==> src/rtl/shp_pkg.sv <==
package shp_pkg;

  localparam int RATE_B_W  = 8;
  localparam int RATE_U_W  = 4;
  localparam int RATE_S_W  = 4;
  localparam int BURST_B_W = 8;
  localparam int BURST_S_W = 5;

  // Bit 0 of the word is the least significant bit of rate_b.
  typedef struct packed {
    logic [BURST_S_W-1:0] burst_s;
    logic [BURST_B_W-1:0] burst_b;
    logic [RATE_S_W-1:0]  rate_s;
    logic [RATE_U_W-1:0]  rate_u;
    logic [RATE_B_W-1:0]  rate_b;
  } shp_cfg_t;

  localparam int CFG_W = $bits(shp_cfg_t);

  // Tick length in reference cycles for each hierarchy level.
  function automatic int tick_cycles(input int level);
    case (level)
      0:       return 1536;
      1:       return 192;
      2:       return 48;
      3:       return 1536;
      default: return 48;
    endcase
  endfunction

endpackage

==> src/rtl/shp_tick_gen.sv <==
module shp_tick_gen #(
  parameter int TICK = 48
) (
  input  logic clk,
  input  logic rst,
  output logic tick_o
);
  localparam int CW = (TICK > 1) ? $clog2(TICK) : 1;
  localparam logic [CW-1:0] LAST = CW'(TICK - 1);

  logic [CW-1:0] cnt_q;

  always_ff @(posedge clk) begin
    if (rst)                cnt_q <= '0;
    else if (cnt_q == LAST) cnt_q <= '0;
    else                    cnt_q <= cnt_q + 1'b1;
  end

  assign tick_o = (cnt_q == LAST);
endmodule

==> src/rtl/shp_bucket.sv <==
module shp_bucket
  import shp_pkg::*;
#(
  parameter int       FILL_W     = 44,
  parameter int       LEN_W      = 16,
  parameter int       MAX_PKT    = 1536,
  parameter bit       ALLOW_DEBT = 1'b0,
  parameter shp_cfg_t DEF_CFG    = '0
) (
  input  logic                     clk,
  input  logic                     rst,
  input  logic                     tick_i,
  input  logic                     wr_i,
  input  shp_cfg_t                 cfg_i,
  input  logic [LEN_W-1:0]         len_i,
  input  logic                     take_i,
  output logic                     ok_o,
  output logic                     exempt_o,
  output logic signed [FILL_W-1:0] fill_o,
  output logic signed [FILL_W-1:0] depth_o
);
  localparam int PC_W = 1 << RATE_S_W;
  localparam logic signed [FILL_W-1:0] RST_DEPTH =
    $signed(FILL_W'(DEF_CFG.burst_b) << DEF_CFG.burst_s);
  localparam logic signed [FILL_W-1:0] FLOOR = -$signed(FILL_W'(MAX_PKT));

  shp_cfg_t                  act_q, pend_q;
  logic                      pend_v_q;
  logic [PC_W-1:0]           per_q, per_last;
  logic                      refill, load, exempt;
  logic signed [FILL_W-1:0]  fill_q, depth, gain, sum, lim, len_s, after, debit_val, nxt;

  assign exempt   = (act_q.rate_b == '0);
  assign per_last = (PC_W'(1) << act_q.rate_s) - PC_W'(1);
  assign refill   = tick_i && (per_q == per_last);
  assign load     = tick_i && (wr_i || pend_v_q);

  assign depth = $signed(FILL_W'(act_q.burst_b) << act_q.burst_s);
  assign gain  = (refill && !exempt) ? $signed(FILL_W'(act_q.rate_b) << act_q.rate_u) : '0;
  assign sum   = fill_q + gain;
  assign lim   = (sum > depth) ? depth : sum;
  assign len_s = $signed(FILL_W'(len_i));
  assign after = lim - len_s;

  generate
    if (ALLOW_DEBT) begin : g_debt
      assign debit_val = (after < FLOOR) ? FLOOR : after;
    end else begin : g_nodebt
      assign debit_val = (after < 0) ? '0 : after;
    end
  endgenerate

  assign nxt = (take_i && !exempt) ? debit_val : lim;

  always_ff @(posedge clk) begin
    if (rst) begin
      act_q    <= DEF_CFG;
      pend_q   <= DEF_CFG;
      pend_v_q <= 1'b0;
      per_q    <= '0;
      fill_q   <= RST_DEPTH;
    end else begin
      fill_q <= nxt;
      if (tick_i) begin
        pend_v_q <= 1'b0;
        if (load) begin
          act_q <= wr_i ? cfg_i : pend_q;
          per_q <= '0;
        end else if (refill) begin
          per_q <= '0;
        end else begin
          per_q <= per_q + 1'b1;
        end
      end else if (wr_i) begin
        pend_q   <= cfg_i;
        pend_v_q <= 1'b1;
      end
    end
  end

  assign ok_o     = exempt || (lim >= len_s);
  assign exempt_o = exempt;
  assign fill_o   = fill_q;
  assign depth_o  = depth;
endmodule

==> src/rtl/dual_rate_shaper.sv <==
module dual_rate_shaper
  import shp_pkg::*;
#(
  parameter int               NODE_LEVEL    = 2,
  parameter int               LEN_W         = 16,
  parameter int               MAX_PKT       = 1536,
  parameter int               FILL_W        = 44,
  parameter logic [CFG_W-1:0] DEF_CMT_WORD  = {5'd20, 8'd5, 4'd0, 4'd0, 8'd0},
  parameter logic [CFG_W-1:0] DEF_PEAK_WORD = {5'd20, 8'd5, 4'd0, 4'd0, 8'd0}
) (
  input  logic             clk,
  input  logic             rst,
  input  logic             cfg_wr,
  input  logic             cfg_sel,
  input  logic [CFG_W-1:0] cfg_word,
  input  logic             req_valid,
  input  logic [LEN_W-1:0] req_len,
  output logic             req_ready,
  output logic             req_excess
);
  localparam int TICK     = tick_cycles(NODE_LEVEL);
  localparam int N_BKT    = 2;
  localparam int BKT_CMT  = 0;
  localparam int BKT_PEAK = 1;

  logic                     tick_w;
  logic                     accept;
  logic                     bkt_ok     [N_BKT];
  logic                     bkt_exempt [N_BKT];
  logic signed [FILL_W-1:0] bkt_fill   [N_BKT];
  logic signed [FILL_W-1:0] bkt_depth  [N_BKT];

  logic signed [FILL_W-1:0] pk_fill, pk_depth, cm_fill, cm_depth;
  logic                     pk_zero, cm_zero;

  shp_tick_gen #(.TICK(TICK)) u_tick (
    .clk    (clk),
    .rst    (rst),
    .tick_o (tick_w)
  );

  assign accept = req_valid && req_ready;

  generate
    for (genvar gi = 0; gi < N_BKT; gi++) begin : g_bkt
      localparam shp_cfg_t DEF = (gi == BKT_CMT) ? shp_cfg_t'(DEF_CMT_WORD)
                                                 : shp_cfg_t'(DEF_PEAK_WORD);
      shp_bucket #(
        .FILL_W     (FILL_W),
        .LEN_W      (LEN_W),
        .MAX_PKT    (MAX_PKT),
        .ALLOW_DEBT (gi == BKT_CMT),
        .DEF_CFG    (DEF)
      ) u_bkt (
        .clk      (clk),
        .rst      (rst),
        .tick_i   (tick_w),
        .wr_i     (cfg_wr && (cfg_sel == 1'(gi))),
        .cfg_i    (shp_cfg_t'(cfg_word)),
        .len_i    (req_len),
        .take_i   (accept),
        .ok_o     (bkt_ok[gi]),
        .exempt_o (bkt_exempt[gi]),
        .fill_o   (bkt_fill[gi]),
        .depth_o  (bkt_depth[gi])
      );
    end
  endgenerate

  assign req_ready  = bkt_ok[BKT_PEAK];
  assign req_excess = !bkt_ok[BKT_CMT];

  assign pk_fill  = bkt_fill[BKT_PEAK];
  assign pk_depth = bkt_depth[BKT_PEAK];
  assign pk_zero  = bkt_exempt[BKT_PEAK];
  assign cm_fill  = bkt_fill[BKT_CMT];
  assign cm_depth = bkt_depth[BKT_CMT];
  assign cm_zero  = bkt_exempt[BKT_CMT];
endmodule

==> config.mk <==
export PLATFORM = sky130hd
export DESIGN_NAME = dual_rate_shaper
export DESIGN_NICKNAME = d
export VERILOG_FILES = /design/src/rtl/shp_pkg.sv /design/src/rtl/shp_tick_gen.sv /design/src/rtl/shp_bucket.sv /design/src/rtl/dual_rate_shaper.sv
export SDC_FILE = /design/constraint.sdc
export NUM_CORES = 1
export LEC_CHECK = 0
export BUFFER_PORTS_ARGS = -buffer_cell sky130_fd_sc_hd__buf_4
export CAP_MARGIN = 20
export CORE_ASPECT_RATIO = 1.75
export CORE_MARGIN = 2
export CORE_UTILIZATION = 35
export CTS_BUF_LIST = sky130_fd_sc_hd__clkbuf_8 sky130_fd_sc_hd__clkbuf_16
export CTS_CLUSTER_SIZE = 14
export DETAILED_ROUTE_END_ITERATION = 6
export GPL_TIMING_DRIVEN = 0
export PLACE_DENSITY = 0.55
export SLEW_MARGIN = 15
export SYNTH_ARGS = -nofsm -noshare
export SYNTH_HDL_FRONTEND = slang
export SYNTH_HIERARCHICAL = 1
export SYNTH_SLANG_ARGS = --single-unit
==> constraint.sdc <==
create_clock -name clk -period 21 [get_ports clk]
set_input_delay 2.1 -clock clk [delete_from_list [all_inputs] [get_ports clk]]
set_output_delay 2.1 -clock clk [all_outputs]
set_load 0.05 [all_outputs]
==> results_dict.tcl <==
set metrics [dict create \
    worstPathRequired_ns 21.49 \
    hold_depth 2 \
    hp-class "flop to flop" \
    avgSynthCellArea_um2 7.28 \
    worstSetupStartpointType "flop" \
    cpMaxStageDelayCell "a211oi_1" \
    ios 52 \
    postCtsSetupBuffers 0 \
    crit_start "g_bkt[1].u_bkt/act_q[14]" \
    min_period_ns 17.75 \
    syn_nets 3486 \
    grt_antenna_before_repair 2 \
    wirelength_um 97200 \
    cts_tree "done" \
    clock_path_buffers 3 \
    drive_above_1_share_pct 8.73 \
    cts.sinks 244 \
    cp.arrival_ns 18.24 \
    grt_pass1_vias 24400 \
    hold_viol 0 \
    cp-end-kind "flop" \
    setup-tns-final_ns 0 \
    core_mm2 0.0673 \
    total_power_uw 2870 \
    cts_root_buf "clkbuf_16" \
    hold_buffers 0 \
    utilization_pct 39.1 \
    drc_errors 0 \
    status "completed" \
    netlist_area_mm2 0.0238 \
    r2r_start "g_bkt[1].u_bkt/act_q[14]" \
    critPathMostFrequentCell "a21oi_1" \
    cts_buffers 29 \
    period_share_pct 84.5 \
    gp_congestion 1.03 \
    syn_inst 3271 \
    numPortBuffers 51 \
    die-width_um 201 \
    hpwl_um 79200 \
    layout.nets 3571 \
    clk_pin_slew_ns 0.07 \
    drv_cap 0 \
    grt_setup_unrepaired "no" \
    worst_skew_pair.late_latency_ns 0.61 \
    worstHoldStart "g_bkt[1].u_bkt/pend_q[19]" \
    drt_pass1_iterations 6 \
    p_leak_uw 0.0102 \
    place_area_mm2 0.0253 \
    initial_core_util_pct 35.4 \
    slew_headroom_pct 24.9 \
    ff2ff_path_depth 60 \
    die_h_um 349 \
    yosys_warnings 6 \
    post_drt_wl_per_cell_um 22.7 \
    powerDensity_mw_per_mm2 109 \
    drtAntennaViolNets 0 \
    path_class "flop to flop" \
    finClkSkew_ns 0.0300 \
    grt_usage_pct 27.0 \
    fillCellCount 7183 \
    drt_iter0_markers 1408 \
    dieArea_mm2 0.0702 \
    post_cts_resized 0 \
    areaGrowthSynthToFinish_pct 10.6 \
    vias_per_cell 5.76 \
    gr-total-overflow 0 \
    grt_max_degree 16 \
    num_rows 126 \
    critical-path-max-stage-delay_ns 0.92 \
    worstMarginPinSlew_ns 1.12 \
    via_count 24600 \
    path_max_fanout 10 \
    stdcell_area_mm2 0.0263 \
    htree_levels 1 \
    setup_viol 0 \
    grt_pass1_wl_um 145000 \
    drv_slew 0 \
    max_freq_ghz 0.0563 \
    ir_worst_vdd_mv 0.227 \
]
==> power breakdown <==
part / internal (uW) / leakage (uW) / switching, uW
sequential: 494 / 0.00198 / 20.1
clock: 310 / 0.000507 / 232
combinational: 575 / 0.00773 / 1240
total: 1380 / 0.0102 / 1490
==> cell usage in the layout, fill, tap and decap left out, drive strengths merged, types with 26 or more instances in the layout <==
| master | n |
|---|---|
| nand2b | 54 |
| nand4 | 59 |
| nor3 | 97 |
| o211ai | 28 |
| dfxtp | 244 |
| nand2 | 381 |
| or2 | 35 |
| nand3 | 113 |
| clkbuf | 164 |
| and3 | 48 |
| nor2 | 368 |
| a211oi | 93 |
| o21ai | 234 |
| mux2 | 26 |
| a31oi | 36 |
| buf | 102 |
| nor2b | 39 |
| nor4 | 39 |
| ha | 161 |
| a21oi | 236 |
| xor2 | 63 |
| a21o | 54 |
| inv | 147 |
| mux2i | 110 |
| xnor2 | 108 |
==> metrics by stage <==
step | cells | hold WS [ns] | setup slack [ns]
after CTS | 4273 | 0.455 | 3.47
after global placement | 4218 | 0.440 | 2.88
after global routing | 4274 | 0.466 | 1.92
final | 4276 | 0.453 | 3.25
after floorplan | 3271 | 0.429 | 7.43
after detailed placement | 4220 | 0.446 | 3.54
==> final cells by class <==
class,count,area [um2],share of cell area [%]
multi-input combinational,2706,17700,67.0
sequential,244,4880,18.5
tap,896,1120,4.26
clock buffer,34,795,3.02
buffer,178,736,2.79
inverter,143,537,2.04
timing repair buffer,54,400,1.52
clock inverter,19,206,0.784
antenna,2,5.00,0.0190
==> final timing paths <==
check | to | slack, ns
max | g_bkt[1].u_bkt/fill_o[41] | 3.25
min | g_bkt[1].u_bkt/pend_q[19] | 0.45
max reg2reg | g_bkt[1].u_bkt/fill_o[41] | 3.25
min reg2reg | g_bkt[1].u_bkt/pend_q[19] | 0.45
==> state kept, by name, indices dropped and copies added, names as in the netlist <==
signal                flops
g_bkt.u_bkt/fill_o       88
g_bkt.u_bkt/act_q        58
g_bkt.u_bkt/pend_q       58
g_bkt.u_bkt/per_q        32
u_tick/cnt_q              6
g_bkt.u_bkt/pend_v_q      2
==> critical path: cells and delay by family (launching register included) <==
family	cells	cell delay, ns
compound gates	24	5.83
xor+xnor	3	0.59
fa+ha+maj	5	1.51
buf+inv	6	2.44
flops	1	0.39
simple gates	22	6.77
==> routing by layer <==
metal / track usage, % / up-vias / wire length [um]
met4: 23.6 / 0 / 9810
met2: 52.7 / 734 / 51400
met3: 2.98 / 360 / 3640
met5: 0 / - / 0
li1: - / 12000 / -
met1: 24.3 / 11500 / 32300
Power figures use the tool's default switching activity.
